File: src/rtl/irqc_pkg.sv
package irqc_pkg;
   localparam int unsigned ADDR_W    = 8;
   localparam int unsigned NUM_BANKS = 7;
   localparam logic [7:0]  BANK_BASE = 8'h40;
   localparam int unsigned BANK_STEP = 8;
   localparam int unsigned CLR_OFS   = 4;

   localparam int unsigned BK_TRG0 = 0;
   localparam int unsigned BK_TRG1 = 1;
   localparam int unsigned BK_TRG2 = 2;
   localparam int unsigned BK_SRC  = 3;
   localparam int unsigned BK_STEER = 4;
   localparam int unsigned BK_WAKE = 5;
   localparam int unsigned BK_MASK = 6;

   localparam logic [7:0] OFS_PEND_HI = 8'h54;
   localparam logic [7:0] OFS_PEND_LO = 8'h5C;
   localparam logic [7:0] OFS_RISE    = 8'h78;
   localparam logic [7:0] OFS_FALL    = 8'h7C;
   localparam logic [7:0] OFS_TEST    = 8'h80;

   typedef enum logic [2:0] {
      TRIG_OFF  = 3'b000,
      TRIG_RISE = 3'b001,
      TRIG_FALL = 3'b010,
      TRIG_BOTH = 3'b011,
      TRIG_HIGH = 3'b101,
      TRIG_LOW  = 3'b110
   } trig_e;

   function automatic logic [7:0] bank_set_addr(input int unsigned k);
      return BANK_BASE + 8'(BANK_STEP * k);
   endfunction

   function automatic logic [7:0] bank_clr_addr(input int unsigned k);
      return BANK_BASE + 8'(BANK_STEP * k + CLR_OFS);
   endfunction
endpackage

File: src/rtl/irqc_sync.sv
module irqc_sync #(
   parameter int unsigned W      = 32,
   parameter int unsigned STAGES = 2
) (
   input  logic         clk,
   input  logic         rst_n,
   input  logic [W-1:0] din,
   output logic [W-1:0] dout
);
   logic [W-1:0] stage_q [STAGES];

   initial assert (STAGES >= 2) else $error("irqc_sync: STAGES must be at least 2");

   always_ff @(posedge clk or negedge rst_n) begin
      if (!rst_n) begin
         for (int s = 0; s < STAGES; s++) stage_q[s] <= '0;
      end else begin
         stage_q[0] <= din;
         for (int s = 1; s < STAGES; s++) stage_q[s] <= stage_q[s-1];
      end
   end

   assign dout = stage_q[STAGES-1];
endmodule

File: src/rtl/irqc_setclr_reg.sv
module irqc_setclr_reg #(
   parameter int unsigned W        = 32,
   parameter bit          RST_ONES = 1'b0
) (
   input  logic         clk,
   input  logic         rst_n,
   input  logic         set_stb,
   input  logic         clr_stb,
   input  logic [W-1:0] wdata,
   output logic [W-1:0] q
);
   localparam logic [W-1:0] RST_VAL = RST_ONES ? {W{1'b1}} : {W{1'b0}};

   always_ff @(posedge clk or negedge rst_n) begin
      if (!rst_n)       q <= RST_VAL;
      else if (set_stb) q <= q | wdata;
      else if (clr_stb) q <= q & ~wdata;
   end

   a_r2_set_sticks: assert property (@(posedge clk) disable iff (!rst_n)
      set_stb |=> ((q & $past(wdata)) == $past(wdata)));
   a_r2_clr_takes: assert property (@(posedge clk) disable iff (!rst_n)
      (clr_stb && !set_stb) |=> ((q & $past(wdata)) == '0));
   a_r2_hold_idle: assert property (@(posedge clk) disable iff (!rst_n)
      (!set_stb && !clr_stb) |=> $stable(q));
endmodule

File: src/rtl/irqc_edge_latch.sv
module irqc_edge_latch #(
   parameter int unsigned W = 32
) (
   input  logic         clk,
   input  logic         rst_n,
   input  logic [W-1:0] hit,
   input  logic [W-1:0] clr,
   output logic [W-1:0] lat
);
   always_ff @(posedge clk or negedge rst_n) begin
      if (!rst_n) lat <= '0;
      else        lat <= (lat & ~clr) | hit;
   end

   a_r7_edge_kept: assert property (@(posedge clk) disable iff (!rst_n)
      (hit != '0) |=> ((lat & $past(hit)) == $past(hit)));
   a_r7_clear_takes: assert property (@(posedge clk) disable iff (!rst_n)
      (clr != '0 && hit == '0) |=> ((lat & $past(clr)) == '0));
endmodule

File: src/rtl/trig_irq_ctrl.sv
module trig_irq_ctrl
   import irqc_pkg::*;
#(
   parameter int unsigned NSRC        = 32,
   parameter int unsigned DATA_W      = 32,
   parameter int unsigned SYNC_STAGES = 2
) (
   input  logic              clk,
   input  logic              rst_n,
   input  logic              bus_sel,
   input  logic              bus_wr,
   input  logic [ADDR_W-1:0] bus_addr,
   input  logic [DATA_W-1:0] bus_wdata,
   output logic [DATA_W-1:0] bus_rdata,
   input  logic [NSRC-1:0]   irq_in,
   output logic              req_hi,
   output logic              req_lo,
   output logic              wake_o
);
   initial assert (NSRC >= 1 && NSRC <= DATA_W)
      else $error("trig_irq_ctrl: NSRC must lie in 1..DATA_W");

   logic              wr_stb;
   logic [NSRC-1:0]   wsrc;
   logic [NSRC-1:0]   bank_q [NUM_BANKS];
   logic [DATA_W-1:0] test_q;

   assign wr_stb = bus_sel & bus_wr;
   assign wsrc   = bus_wdata[NSRC-1:0];

   // Set/clear register pairs, one per control word
   for (genvar k = 0; k < NUM_BANKS; k++) begin : g_bank
      logic set_k, clr_k;
      assign set_k = wr_stb && (bus_addr == bank_set_addr(k));
      assign clr_k = wr_stb && (bus_addr == bank_clr_addr(k));
      irqc_setclr_reg #(.W(NSRC), .RST_ONES(k == BK_SRC)) u_reg (
         .clk(clk), .rst_n(rst_n), .set_stb(set_k), .clr_stb(clr_k),
         .wdata(wsrc), .q(bank_q[k]));
   end

   always_ff @(posedge clk or negedge rst_n) begin
      if (!rst_n)                                test_q <= '0;
      else if (wr_stb && bus_addr == OFS_TEST)   test_q <= bus_wdata;
   end

   // Input synchronization and edge detection
   logic [NSRC-1:0] lvl_s, lvl_d;
   irqc_sync #(.W(NSRC), .STAGES(SYNC_STAGES)) u_sync (
      .clk(clk), .rst_n(rst_n), .din(irq_in), .dout(lvl_s));

   always_ff @(posedge clk or negedge rst_n) begin
      if (!rst_n) lvl_d <= '0;
      else        lvl_d <= lvl_s;
   end

   // Per-source trigger decode
   logic [NSRC-1:0] rise_en, fall_en, hi_en, lo_en;
   always_comb begin
      for (int i = 0; i < NSRC; i++) begin
         rise_en[i] = 1'b0;
         fall_en[i] = 1'b0;
         hi_en[i]   = 1'b0;
         lo_en[i]   = 1'b0;
         case ({bank_q[BK_TRG2][i], bank_q[BK_TRG1][i], bank_q[BK_TRG0][i]})
            TRIG_RISE: rise_en[i] = 1'b1;
            TRIG_FALL: fall_en[i] = 1'b1;
            TRIG_BOTH: begin rise_en[i] = 1'b1; fall_en[i] = 1'b1; end
            TRIG_HIGH: hi_en[i] = 1'b1;
            TRIG_LOW:  lo_en[i] = 1'b1;
            default:   ;
         endcase
      end
   end

   logic [NSRC-1:0] rise_hit, fall_hit, rise_clr, fall_clr, rise_q, fall_q;
   assign rise_hit = lvl_s & ~lvl_d & rise_en;
   assign fall_hit = ~lvl_s & lvl_d & fall_en;
   assign rise_clr = (wr_stb && bus_addr == OFS_RISE) ? wsrc : '0;
   assign fall_clr = (wr_stb && bus_addr == OFS_FALL) ? wsrc : '0;

   irqc_edge_latch #(.W(NSRC)) u_rise (
      .clk(clk), .rst_n(rst_n), .hit(rise_hit), .clr(rise_clr), .lat(rise_q));
   irqc_edge_latch #(.W(NSRC)) u_fall (
      .clk(clk), .rst_n(rst_n), .hit(fall_hit), .clr(fall_clr), .lat(fall_q));

   // Activity, pending and routing
   logic [NSRC-1:0] active, pend, pend_hi, pend_lo;
   assign active  = (rise_q & rise_en) | (fall_q & fall_en)
                  | (lvl_s & hi_en) | (~lvl_s & lo_en);
   assign pend    = active & bank_q[BK_MASK];
   assign pend_hi = pend & bank_q[BK_STEER];
   assign pend_lo = pend & ~bank_q[BK_STEER];

   assign req_hi = |pend_hi;
   assign req_lo = |pend_lo;
   assign wake_o = |(active & bank_q[BK_WAKE]);

   // Read multiplexer
   logic [NSRC-1:0] rd_src;
   always_comb begin
      rd_src = '0;
      case (bus_addr)
         bank_set_addr(BK_TRG0):  rd_src = bank_q[BK_TRG0];
         bank_set_addr(BK_TRG1):  rd_src = bank_q[BK_TRG1];
         bank_set_addr(BK_TRG2):  rd_src = bank_q[BK_TRG2];
         bank_set_addr(BK_SRC):   rd_src = bank_q[BK_SRC];
         bank_set_addr(BK_STEER): rd_src = bank_q[BK_STEER];
         bank_set_addr(BK_WAKE):  rd_src = bank_q[BK_WAKE];
         bank_set_addr(BK_MASK):  rd_src = bank_q[BK_MASK];
         OFS_PEND_HI:             rd_src = pend_hi;
         OFS_PEND_LO:             rd_src = pend_lo;
         OFS_RISE:                rd_src = rise_q;
         OFS_FALL:                rd_src = fall_q;
         default:                 rd_src = '0;
      endcase
      bus_rdata = '0;
      if (bus_addr == OFS_TEST) bus_rdata = test_q;
      else                      bus_rdata[NSRC-1:0] = rd_src;
   end

   a_r8_req_hi_needs_mask: assert property (@(posedge clk) disable iff (!rst_n)
      req_hi |-> ((bank_q[BK_MASK] & bank_q[BK_STEER]) != '0));
   a_r8_req_lo_needs_mask: assert property (@(posedge clk) disable iff (!rst_n)
      req_lo |-> ((bank_q[BK_MASK] & ~bank_q[BK_STEER]) != '0));
   a_r6_no_capture_when_off: assert property (@(posedge clk) disable iff (!rst_n)
      ((rise_q & ~$past(rise_q) & ~$past(rise_en)) == '0));
endmodule

File: config.mk
export PLATFORM = sky130hd
export DESIGN_NAME = trig_irq_ctrl
export DESIGN_NICKNAME = d
export VERILOG_FILES = /design/src/rtl/irqc_pkg.sv /design/src/rtl/irqc_sync.sv /design/src/rtl/irqc_setclr_reg.sv /design/src/rtl/irqc_edge_latch.sv /design/src/rtl/trig_irq_ctrl.sv
export SDC_FILE = /design/constraint.sdc
export NUM_CORES = 1
export LEC_CHECK = 0
export BUFFER_PORTS_ARGS = -buffer_cell sky130_fd_sc_hd__clkbuf_2
export CAP_MARGIN = 10
export CORE_ASPECT_RATIO = 0.7
export CORE_MARGIN = 5
export CORE_UTILIZATION = 30
export DETAILED_ROUTE_END_ITERATION = 8
export PLACE_DENSITY = 0.42
export SLEW_MARGIN = 25
export SYNTH_ARGS = -nofsm -noshare
export SYNTH_HDL_FRONTEND = slang
export SYNTH_SLANG_ARGS = --single-unit
File: constraint.sdc
create_clock -name clk -period 3.05 [get_ports clk]
set_clock_uncertainty 0.15 [all_clocks]
set_input_delay 0.4575 -clock clk [delete_from_list [all_inputs] [get_ports clk]]
set_output_delay 0.4575 -clock clk [all_outputs]
set_load 0.01 [all_outputs]
==> Implementation_results.wiki, run 1 <==
{| class="wikitable"
! Metric !! Value
|-
| Fraction of the core area covered by cells at the end of the flow || 37.8%
|-
| Die H || 230 um
|-
| Worst Setup Slack post-DPL || -0.0698 ns
|-
| Die Wd || 324 um
|-
| Number of endpoints with negative hold slack in the final report || 0
|-
| Portion of the clock cycle consumed by the worst path in the final layout || 112%
|-
| Yosys top cell by area || dfrtp_1
|-
| Routability congestion estimate || 0.918
|-
| Worst Setup Start Kind || flip-flop
|-
| Mean instance size in the synthesized netlist || 10.2 sq um
|-
| Required time of the critical path || approximately 2.4 ns
|-
| Overflow left after global routing || 0
|-
| Most common cell in the synthesized netlist || dfrtp_1
|-
| Result of the run || finished with violations
|-
| Ys async rst share || 100%
|-
| Number of buffers inserted by port buffering || 110
|-
| Power density over the cells || 527 nW/um^2
|-
| Met3 usage in global routing || 3.87%
|-
| Number of search-and-repair iterations in the first detailed-routing pass || 8
|-
| Max Slew Vio Count || 0
|-
| Maximum number of buffers from clock root to sink || 3
|-
| Leakage dissipation || 12.1 nW
|-
| Post-synth EDFFs || 0
|-
| Peak clock frequency supported by timing || 294 MHz
|-
| Clock root buffer || clkbuf_16
|-
| Final Non-Filler Cells || 3,191
|-
| Fraction of synthesized area in multiplexers || 10.3%
|-
| Area growth from synthesis to layout || 24.5%
|-
| Antenna Nets Post-Route || 0
|-
| Number of register bits inferred by synthesis || 416
|-
| Hold Path Class || input pin to flip-flop
|-
| Fraction of the yosys area taken by sequential cells || 50.5%
|-
| Post-layout minimum cycle time || 3.40 ns
|-
| Placeable core region || 68,300 sq um
|-
| Num Clock Sinks || about 420
|-
| Setup TNS || -0.945 ns
|-
| Most common flop cell mapped by yosys || dfrtp_1
|-
| Site row count || 80
|-
| Tightest slew margin relative to the limit || between 50% and 60%
|-
| Worst IR drop on VDD || 0.000401 V
|-
| Top cell types by occurrence after synthesis || dfrtp_1 (384), nand2_1 (319), mux2i_1 (137)
|-
| Global routing met2 resource utilization || 32.4%
|-
| Setup repair after global routing missed its margin || true
|-
| Die area || around 74,000 sq um
|-
| H-tree level count || 2
|-
| Worst hold margin || 0.103 ns
|-
| Cells on worst reg2reg path || 3
|-
| Drc violations || 0
|-
| Number of warnings reported in the yosys synthesis log || 0
|-
| Wire length of the first global-routing pass || 125,000 um
|-
| Netlist cell types || 63
|-
| GR Util All Layers || roughly 23%
|-
| Setup violations, final || 3
|-
| Violated checks || setup timing
|-
| Top-level I/O count || 111
|-
| Max Cap Viol || 0
|-
| Pin slew with the least headroom to its limit || between 0.6 and 0.7 ns
|-
| Initial antenna violation count || 3
|-
| Fraction of synthesized cell area taken by the top area cell type || 46.4%
|-
| TritonCTS clock tree || done
|-
| Share of post-route cells with drive strength above 1 || 22.3%
|-
| Parity-gate share of the synthesized area counting xor and xnor cells || 0%
|-
| DRC violation total after the first TritonRoute iteration || 1,752
|-
| Register-to-Register Setup Slack || between 1.5 and 2 ns
|-
| CP Class || flip-flop to output port
|-
| Detailed-route wire length per cell || 27.1 um
|-
| Arithmetic-cell share of the synthesized area counting full adders, half adders and majority gates || 0%
|-
| Skew-Pair Late Insertion Delay || 0.60 ns
|-
| Largest family of logic cells by synthesized area || compound AO/OA/AOI/OAI gates
|-
| Global-route met1 utilization || 35.1%
|-
| Cell area after synthesis || 20,700 sq um
|-
| CP Data Arrival Time || ~2.8 ns
|-
| Number of cells after detailed placement || 3,026
|-
| Initial Util || 30.3%
|-
| Worst Setup EP || req_lo
|-
| Compound-Gate Fraction of Synth Area || around 18%
|-
| Capture instance of the worst register-to-register path || u_fall.lat[4]
|-
| Largest net degree at the start of global routing || 71
|-
| Via count || 18,000
|-
| Leading post-synthesis cells by cell area || dfrtp_1 (46%), mux2i_1 (6.6%), nand2_1 (5.8%)
|-
| Post-CTS clock slew at the launch and capture registers of the worst setup and hold paths || 0.06 ns
|-
| Vias in the first global route || about 17,000
|-
| Fraction of the mapped netlist area in simple logic gates || 16.3%
|-
| Maximum fanout along the worst path || 6
|-
| Clock buffers created by TritonCTS || 46
|-
| DP HPWL || 59,800 um
|-
| Synth Net Count || between 2,000 and 2,500
|-
| Busiest layer in global routing || met1
|-
| Post-layout net count || roughly 2,300
|-
| Total length of routed wires || 86,500 um
|-
| Endpoint type of the worst setup path || output port
|-
| Vias per inst || 5.63
|-
| Post-layout worst setup margin || -0.353 ns
|-
| Synthesized instance count || 2,021
|}
power breakdown:
part | switching, mW | total (mW) | internal (mW)
clock | 2.45 | 6.05 | 3.60
sequential | 0.339 | 6.16 | 5.82
combinational | 0.782 | 1.36 | 0.581
total | 3.57 | 13.6 | 10.0
cell type report:
class                           count  area (sq um)
Antenna cell                        4          10.0
Inverter                          116           435
Timing Repair Buffer              318          2650
Tap cell                          902          1130
Sequential cell                   416         10500
Clock buffer                       72          1410
Fill cell                        6765         42500
Clock inverter                     12           191
Multi-Input combinational cell   1351          9470
worst min-delay path by stage:
stage | start | slack [ns] | end | depth (start not counted)
floorplan | rst_n | 0.01 | asynchronous set/reset pin | 0
global placement | u_sync.stage_q[38] | 0.18 | u_sync.dout[6] | 0
detailed placement | u_sync.stage_q[48] | 0.18 | u_sync.dout[16] | 0
CTS | bus_wdata[14] | 0.08 | flip-flop | 2
global route | bus_wdata[14] | 0.1 | flip-flop | 2
finish | bus_wdata[14] | 0.10 | flip-flop | 2
timing repair:
item / in CTS / in global routing
endpoints found under the hold margin: 72 / 0
pin swaps: 34 / 30
endpoints found under the setup margin: 14 / 16
cloned: 0 / 2
setup buffers: 20 / 22
hold buffers: 33 / 0
gates resized for setup: 36 / 54
worst max-delay path, stage by stage, from the launching register on:
cell and delay (ns):
dfrtp_2 0.45, a22oi_2 0.16, o211ai_1 0.19, buf_4 0.20
nand2_2 0.10, o22ai_4 0.10, nor4_2 0.34, nand4_1 0.39
buf_2 0.28
kinds of logic after synthesis:
logic type | Yosys count
compound gates | 533
flops | 416
simple gates | 630
mux | 188
buf+inv | 254
through the flow:
step	area, sq um	power [mW]
2_1_floorplan	20700	6.72
3_3_place_gp	23200	7.43
3_5_place_dp	23200	7.44
4_1_cts	25400	13.6
5_1_grt	25800	14.1
6_report	25800	13.6
placed cells by master (no fill, tap or decap), drive strengths merged, types with 34 or more instances in the layout:
master    n
nand2   320
mux2i   137
mux2     34
inv     116
a21o     87
nor2    102
a22oi    81
buf     178
clkbuf  179
o21ai    53
dfrtp   384
a31oi    50
a21oi   104
metal layers:
metal	vias up	share of wire (%)
met5	-	0
met4	0	2.7
met3	133	6.9
met2	722	42
met1	9208	48
li1	7887	-
Note: power is estimated with default switching activity, not from simulation.
==> run 2, diff against run 1 <==
- SKIP_LAST_GASP: unset -> 1
==> run 2 against run 1 <==
Sequential share of layout area increased by 0.051 points. Critical endpoint unchanged. Worst setup slack got worse by 0.025 ns. The flow still finishes with violations (setup timing). Flip-flop and latch count unchanged. Non-clock buffer count unchanged. Core utilization decreased by 0.060 points. Total power decreased by 0.15%. Maximum frequency decreased by 0.74%. Critical path type unchanged. Critical path depth unchanged. First-iteration DRC count increased by 0.46%.
==> Implementation_results.wiki, run 2 (same netlist as run 1, synthesis figures left out) <==
{| class="wikitable"
! Metric !! Value
|-
| Result of the run || finished with violations (unchanged)
|-
| Violated checks || setup timing (unchanged)
|-
| Skew-Pair Late Insertion Delay || 0.60 ns (about the same)
|-
| Wire length of the first global-routing pass || 125,000 um (about the same)
|-
| Number of buffers inserted by port buffering || 110 (unchanged)
|-
| CP Class || flip-flop to output port (unchanged)
|-
| GR Util All Layers || 22.6% (about the same)
|-
| Fraction of the core area covered by cells at the end of the flow || 37.7% (was 37.8%)
|-
| Cells on worst reg2reg path || 3 (unchanged)
|-
| Endpoint type of the worst setup path || output port (unchanged)
|-
| Num Clock Sinks || 416 (unchanged)
|-
| Worst Setup Slack post-DPL || -0.0698 ns (unchanged)
|-
| Number of endpoints with negative hold slack in the final report || 0 (unchanged)
|-
| Die area || 74,400 sq um (unchanged)
|-
| Final Non-Filler Cells || 3,191 (unchanged)
|-
| Post-CTS clock slew at the launch and capture registers of the worst setup and hold paths || 0.06 ns (about the same)
|-
| Min-Delay Startpoint || bus_wdata[14] (unchanged)
|-
| Portion of the clock cycle consumed by the worst path in the final layout || 112% (about the same)
|-
| Placed Instance Area || 23,200 sq um (unchanged)
|-
| Largest net degree at the start of global routing || 71 (unchanged)
|-
| Required time of the critical path || 2.44 ns (about the same)
|-
| Clock root buffer || clkbuf_16 (unchanged)
|-
| Leakage dissipation || 12.1 nW (about the same)
|-
| Max Cap Viol || 0 (unchanged)
|-
| Die Wd || 324 um (unchanged)
|-
| Power density over the cells || 527 nW/um^2 (about the same)
|-
| Setup repair after global routing missed its margin || true (unchanged)
|-
| Setup violations, final || 3 (unchanged)
|-
| Pin slew with the least headroom to its limit || 0.677 ns (was 0.687 ns)
|-
| Initial antenna violation count || 3 (unchanged)
|-
| Capture instance of the worst register-to-register path || u_fall.lat[4] (unchanged)
|-
| Detailed-route wire length per cell || 27.1 um (about the same)
|-
| Setup TNS || -1.02 ns (was -0.945 ns)
|-
| Vias in the first global route || 17,400 (about the same)
|-
| Max Slew Vio Count || 0 (unchanged)
|-
| Top-level I/O count || 111 (unchanged)
|-
| Maximum number of buffers from clock root to sink || 3 (unchanged)
|-
| Count of cells along the worst hold path || 2 (unchanged)
|-
| Clock buffers created by TritonCTS || 46 (unchanged)
|-
| Peak clock frequency supported by timing || 292 MHz (was 294 MHz)
|-
| DP HPWL || 59,800 um (unchanged)
|-
| Site row count || 80 (unchanged)
|-
| DRC violation total after the first TritonRoute iteration || 1,760 (was 1,752)
|-
| Routability congestion estimate || 0.918 (unchanged)
|-
| Vias per inst || 5.60 (was 5.63)
|-
| CP Data Arrival Time || 2.82 ns (was 2.80 ns)
|-
| Worst Setup Start Kind || flip-flop (unchanged)
|-
| Antenna Nets Post-Route || 0 (unchanged)
|-
| Most common cell after layout, fill and taps aside || dfrtp_1 (unchanged)
|-
| Worst IR drop on VDD || 0.000401 V (about the same)
|-
| Die H || 230 um (unchanged)
|-
| Area growth from synthesis to layout || 24.3% (was 24.5%)
|-
| Worst hold margin || 0.108 ns (was 0.103 ns)
|-
| TritonCTS clock tree || done (unchanged)
|-
| Via count || 17,900 (was 18,000)
|-
| Share of post-route cells with drive strength above 1 || 21.9% (was 22.3%)
|-
| Overall power || 13.6 mW (about the same)
|-
| Drc violations || 0 (unchanged)
|-
| Most frequent cells in the layout || dfrtp_1 (359), nand2_1 (304), buf_4 (145) (was dfrtp_1 (356), nand2_1 (304), buf_4 (143))
|-
| H-tree level count || 2 (unchanged)
|-
| Post-layout worst setup margin || -0.379 ns (was -0.353 ns)
|-
| Maximum fanout along the worst path || 6 (unchanged)
|-
| Hold Path Class || input pin to flip-flop (unchanged)
|-
| Initial Util || 30.3% (unchanged)
|-
| Placeable core region || 68,300 sq um (unchanged)
|-
| Register-to-Register Setup Slack || 1.75 ns (about the same)
|-
| Number of cells after detailed placement || 3,026 (unchanged)
|-
| Total length of routed wires || 86,400 um (was 86,500 um)
|-
| Final design area excluding fillers || 25,700 sq um (was 25,800 sq um)
|-
| Overflow left after global routing || 0 (unchanged)
|-
| Number of search-and-repair iterations in the first detailed-routing pass || 7 (was 8)
|-
| Post-layout minimum cycle time || 3.43 ns (was 3.40 ns)
|-
| Tightest slew margin relative to the limit || 54.9% (was 54.2%)
|-
| Post-layout net count || 2,325 (unchanged)
|}
-- run 2: worst max-delay path by stage --
stage	startpoint	to	slack [ns]	depth (start not counted)
6_report	flip-flop	req_lo	-0.38	8
5_1_grt	flip-flop	req_hi	-0.42	9
4_1_cts	flip-flop	wake_o	-0.38	7
3_5_place_dp	bus_addr[5]	bus_rdata[15]	-0.07	9
3_3_place_gp	bus_addr[5]	bus_rdata[22]	-0.02	10
2_1_floorplan	bus_addr[4]	bus_rdata[0]	0.53	6
-- run 2: final cells by class --
cell class,instances,area (sq um)
multi-input combinational,1351,9450
fill,6762,42500
antenna,4,10.0
tap,902,1130
clock buffer,72,1410
sequential,416,10500
inverter,116,435
timing repair buffer,318,2630
clock inverter,12,191
-- run 2: timing repair --
item / 4_1_cts / 5_1_grt
gates resized for setup: 30 / 48
setup endpoints to repair: 14 / 16
hold buffers: 33 / 0
setup buffers: 20 / 22
pin swaps: 33 / 29
hold endpoints to repair: 72 / 0
cloned: 0 / 2
-- run 2: report_power, final --
part           internal [mW]  total (mW)  switching (mW)
sequential              5.82        6.16           0.337
combinational          0.580        1.36           0.780
clock                   3.60        6.04            2.44
-- run 2: critical path: stages (launching register included) --
cell      delay (ns)
dfrtp_2         0.45
a22oi_2         0.16
o211ai_1        0.20
buf_4           0.21
nand2_2         0.10
o22ai_4         0.09
nor4_2          0.34
nand4_1         0.40
buf_2           0.28
-- run 2: metal layers --
metal / vias to the layer above / wire length [um] / GRT usage [%]
li1: 7880 / - / -
met1: 9167 / 41800 / 35.1
met2: 691 / 36300 / 32.4
met3: 129 / 6110 / 3.91
met4: 0 / 2250 / 5.97
met5: - / 0 / 0
==> run 3, diff against run 2 <==
- CTS_BUF_LIST: unset -> sky130_fd_sc_hd__clkbuf_4 sky130_fd_sc_hd__clkbuf_8
==> run 3 against run 2 <==
The run still ends with setup timing left. Count of clock-buffer cells in the layout rose by 51. Core utilization increased by 0.54 points. Sequential power barely moved. Flip-flop and latch count is the same. Worst hold slack got worse by 0.046 ns. Die area unchanged. Global-route usage up 0.31 points. Clock power is 3.6% lower. Register-to-register slack improved by 0.03 ns. Wire length grew 1.2%. Largest power group unchanged.
==> Implementation_results.wiki, run 3 (same netlist as run 1, synthesis figures left out) <==
{| class="wikitable"
! Metric !! Value
|-
| Worst IR drop on VDD || 0.000328 V (was 0.000401 V)
|-
| Critical-path top delay cell || or4_4 (was dfrtp_2)
|-
| Largest net degree at the start of global routing || 71 (unchanged)
|-
| Total length of routed wires || 87,400 um (was 86,400 um)
|-
| Via count || 18,200 (was 17,900)
|-
| Placeable core region || 68,300 sq um (unchanged)
|-
| Share of post-route cells with drive strength above 1 || 25.5% (was 21.9%)
|-
| Die area || 74,400 sq um (unchanged)
|-
| Fraction of the core area covered by cells at the end of the flow || 38.2% (was 37.7%)
|-
| Clock root buffer || clkbuf_8 (was clkbuf_16)
|-
| Tightest slew margin relative to the limit || 54.8% (was 54.9%)
|-
| Skew-Pair Late Insertion Delay || 0.70 ns (was 0.60 ns)
|-
| Busiest layer in global routing || met1 (unchanged)
|-
| Global-route met1 utilization || 35.3% (was 35.1%)
|-
| Post-layout minimum cycle time || 3.46 ns (was 3.43 ns)
|-
| Global routing met2 resource utilization || 32.7% (was 32.4%)
|-
| Routability congestion estimate || 0.918 (unchanged)
|-
| DRC violation total after the first TritonRoute iteration || 1,777 (was 1,760)
|-
| Result of the run || finished with violations (unchanged)
|-
| Number of search-and-repair iterations in the first detailed-routing pass || 8 (was 7)
|-
| Initial Util || 30.3% (unchanged)
|-
| TritonCTS clock tree || done (unchanged)
|-
| Violated checks || setup timing (unchanged)
|-
| GR Util All Layers || 23.0% (was 22.6%)
|-
| Drc violations || 0 (unchanged)
|-
| Pin slew with the least headroom to its limit || 0.678 ns (was 0.677 ns)
|-
| Critical-path cell list || a22oi_2 > o211ai_1 > buf_4 > a22oi_2 > nand4_1 > or4_4 > clkbuf_8 (was a22oi_2 > o211ai_1 > buf_4 > nand2_2 > o22ai_4 > nor4_2 > nand4_1 > buf_2)
|-
| Area growth from synthesis to layout || 26.1% (was 24.3%)
|-
| Site row count || 80 (unchanged)
|-
| Setup repair after global routing missed its margin || true (unchanged)
|-
| Max Slew Vio Count || 0 (unchanged)
|-
| Endpoint type of the worst setup path || output port (unchanged)
|-
| Hold Path Class || input pin to flip-flop (unchanged)
|-
| Detailed-route wire length per cell || 26.8 um (was 27.1 um)
|-
| Vias per inst || 5.60 (about the same)
|-
| Initial antenna violation count || 5 (was 3)
|-
| Most common cell after layout, fill and taps aside || dfrtp_1 (unchanged)
|-
| Leakage dissipation || 12.3 nW (was 12.1 nW)
|-
| CP Data Arrival Time || 2.85 ns (was 2.82 ns)
|-
| Maximum number of buffers from clock root to sink || 3 (unchanged)
|-
| CP Class || flip-flop to output port (unchanged)
|-
| Overflow left after global routing || 0 (unchanged)
|-
| Worst Setup Slack post-DPL || -0.0698 ns (unchanged)
|-
| Die H || 230 um (unchanged)
|-
| Worst Setup Start Kind || flip-flop (unchanged)
|-
| Required time of the critical path || 2.44 ns (about the same)
|-
| DP HPWL || 59,800 um (unchanged)
|-
| Top-level I/O count || 111 (unchanged)
|-
| Number of endpoints with negative hold slack in the final report || 0 (unchanged)
|-
| Portion of the clock cycle consumed by the worst path in the final layout || 113% (was 112%)
|-
| H-tree level count || 3 (was 2)
|-
| Die Wd || 324 um (unchanged)
|-
| Maximum fanout along the worst path || 5 (was 6)
|-
| Num Clock Sinks || 416 (unchanged)
|-
| Max Cap Viol || 0 (unchanged)
|-
| Number of buffers inserted by port buffering || 110 (unchanged)
|-
| Slowest Stage Delay on Critical Path || 0.62 ns (was 0.45 ns)
|-
| Met3 usage in global routing || 4.47% (was 3.91%)
|-
| Antenna Nets Post-Route || 0 (unchanged)
|-
| # fillers || 6,772 (was 6,762)
|-
| Post-layout net count || 2,372 (was 2,325)
|-
| Most frequent cells in the layout || dfrtp_1 (348), nand2_1 (302), buf_4 (143) (was dfrtp_1 (359), nand2_1 (304), buf_4 (145))
|-
| Vias in the first global route || 17,700 (was 17,400)
|-
| Post-CTS clock slew at the launch and capture registers of the worst setup and hold paths || 0.06 ns (about the same)
|-
| Setup violations, final || 5 (was 3)
|-
| Peak clock frequency supported by timing || 289 MHz (was 292 MHz)
|-
| Clock buffers created by TritonCTS || 74 (was 46)
|-
| Power density over the cells || 512 nW/um^2 (was 527 nW/um^2)
|-
| Post-layout worst setup margin || -0.410 ns (was -0.379 ns)
|-
| Wire length of the first global-routing pass || 126,000 um (was 125,000 um)
|-
| Critical Path Most Common Cell || a22oi_2
|}
[run 3: cell types whose count changed in the layout (fill, tap and decap cells not counted), moves of 6 or more]
cell | previous run | this run
dfrtp_1 | 359 | 348
dlygate4sd3_1 | 33 | 51
dfrtp_2 | 25 | 36
buf_6 | 0 | 6
clkbuf_4 | 0 | 29
clkbuf_2 | 105 | 99
clkbuf_16 | 51 | 1
clkbuf_1 | 13 | 0
clkbuf_8 | 12 | 98
[run 3: timing repair]
action	4_1_cts	5_1_grt
resized for setup	56	73
endpoints found under the setup margin	23	22
buffers inserted	29	17
hold buffers	51	0
cloned	0	1
endpoints found under the hold margin	144	0
pin swaps	44	38
[run 3: layout make-up]
type	instances	area, sq um	area share [%]
diodes	3	7.51	0.0288
clock buffers	123	1520	5.81
clock inverters	9	100	0.384
inverters	116	435	1.67
multi-input cells	1351	9600	36.8
flip-flops and latches	416	10500	40.2
well taps	902	1130	4.32
repair buffers	337	2820	10.8
[run 3: where the power goes]
| part | switching, mW | leakage [nW] | total [mW] | internal [mW] |
|---|---|---|---|---|
| Combinational | 0.793 | 6.73 | 1.38 | 0.589 |
| Clock | 2.52 | 0.860 | 5.82 | 3.30 |
| Sequential | 0.341 | 4.67 | 6.17 | 5.83 |
| Total | 3.66 | 12.3 | 13.4 | 9.71 |
[run 3: final timing paths]
| kind | depth (start not counted) | slack [ns] | startpoint | end |
|---|---|---|---|---|
| max reg2reg | 3 | 1.78 | flip-flop | u_rise.lat[10] |
| min | 2 | 0.06 | bus_wdata[10] | flip-flop |
| min reg2reg | 0 | 0.19 | u_sync.stage_q[34] | u_sync.dout[2] |
| min in group asynchronous | 2 | 0.17 | rst_n | lvl_d[25] |
| max | 7 | -0.41 | flip-flop | wake_o |
| max in group asynchronous | 3 | 1.66 | rst_n | asynchronous set/reset pin |
[run 3: routing by layer]
metal	part of all wire [%]	vias to the layer above
met3	7.2	157
met4	2.7	2
met2	42	759
met5	0.013	-
met1	48	9353
li1	-	7963
[run 3: worst max-delay path, delay by kind of cell (launching register included)]
kind	cells	cell delay, ns
and+or+nand+nor	2	0.74
DFF	1	0.42
AOI/OAI and AO/OA	3	0.61
buffers and inverters	2	0.42
[run 3: through the flow]
step | cell area (sq um) | hold WS (ns) | power [mW] | instances | TNS (ns)
after detailed placement | 23200 | 0.185 | 7.44 | 3026 | -0.0928
after CTS | 25700 | 0.000989 | 13.5 | 3238 | -1.46
after global routing | 26100 | 0.0345 | 13.9 | 3256 | -1.81
final | 26100 | 0.0623 | 13.4 | 3257 | -1.18
after global placement | 23200 | 0.182 | 7.43 | 3026 | -0.0273
after floorplan | 20700 | 0.0119 | 6.72 | 2021 | 0
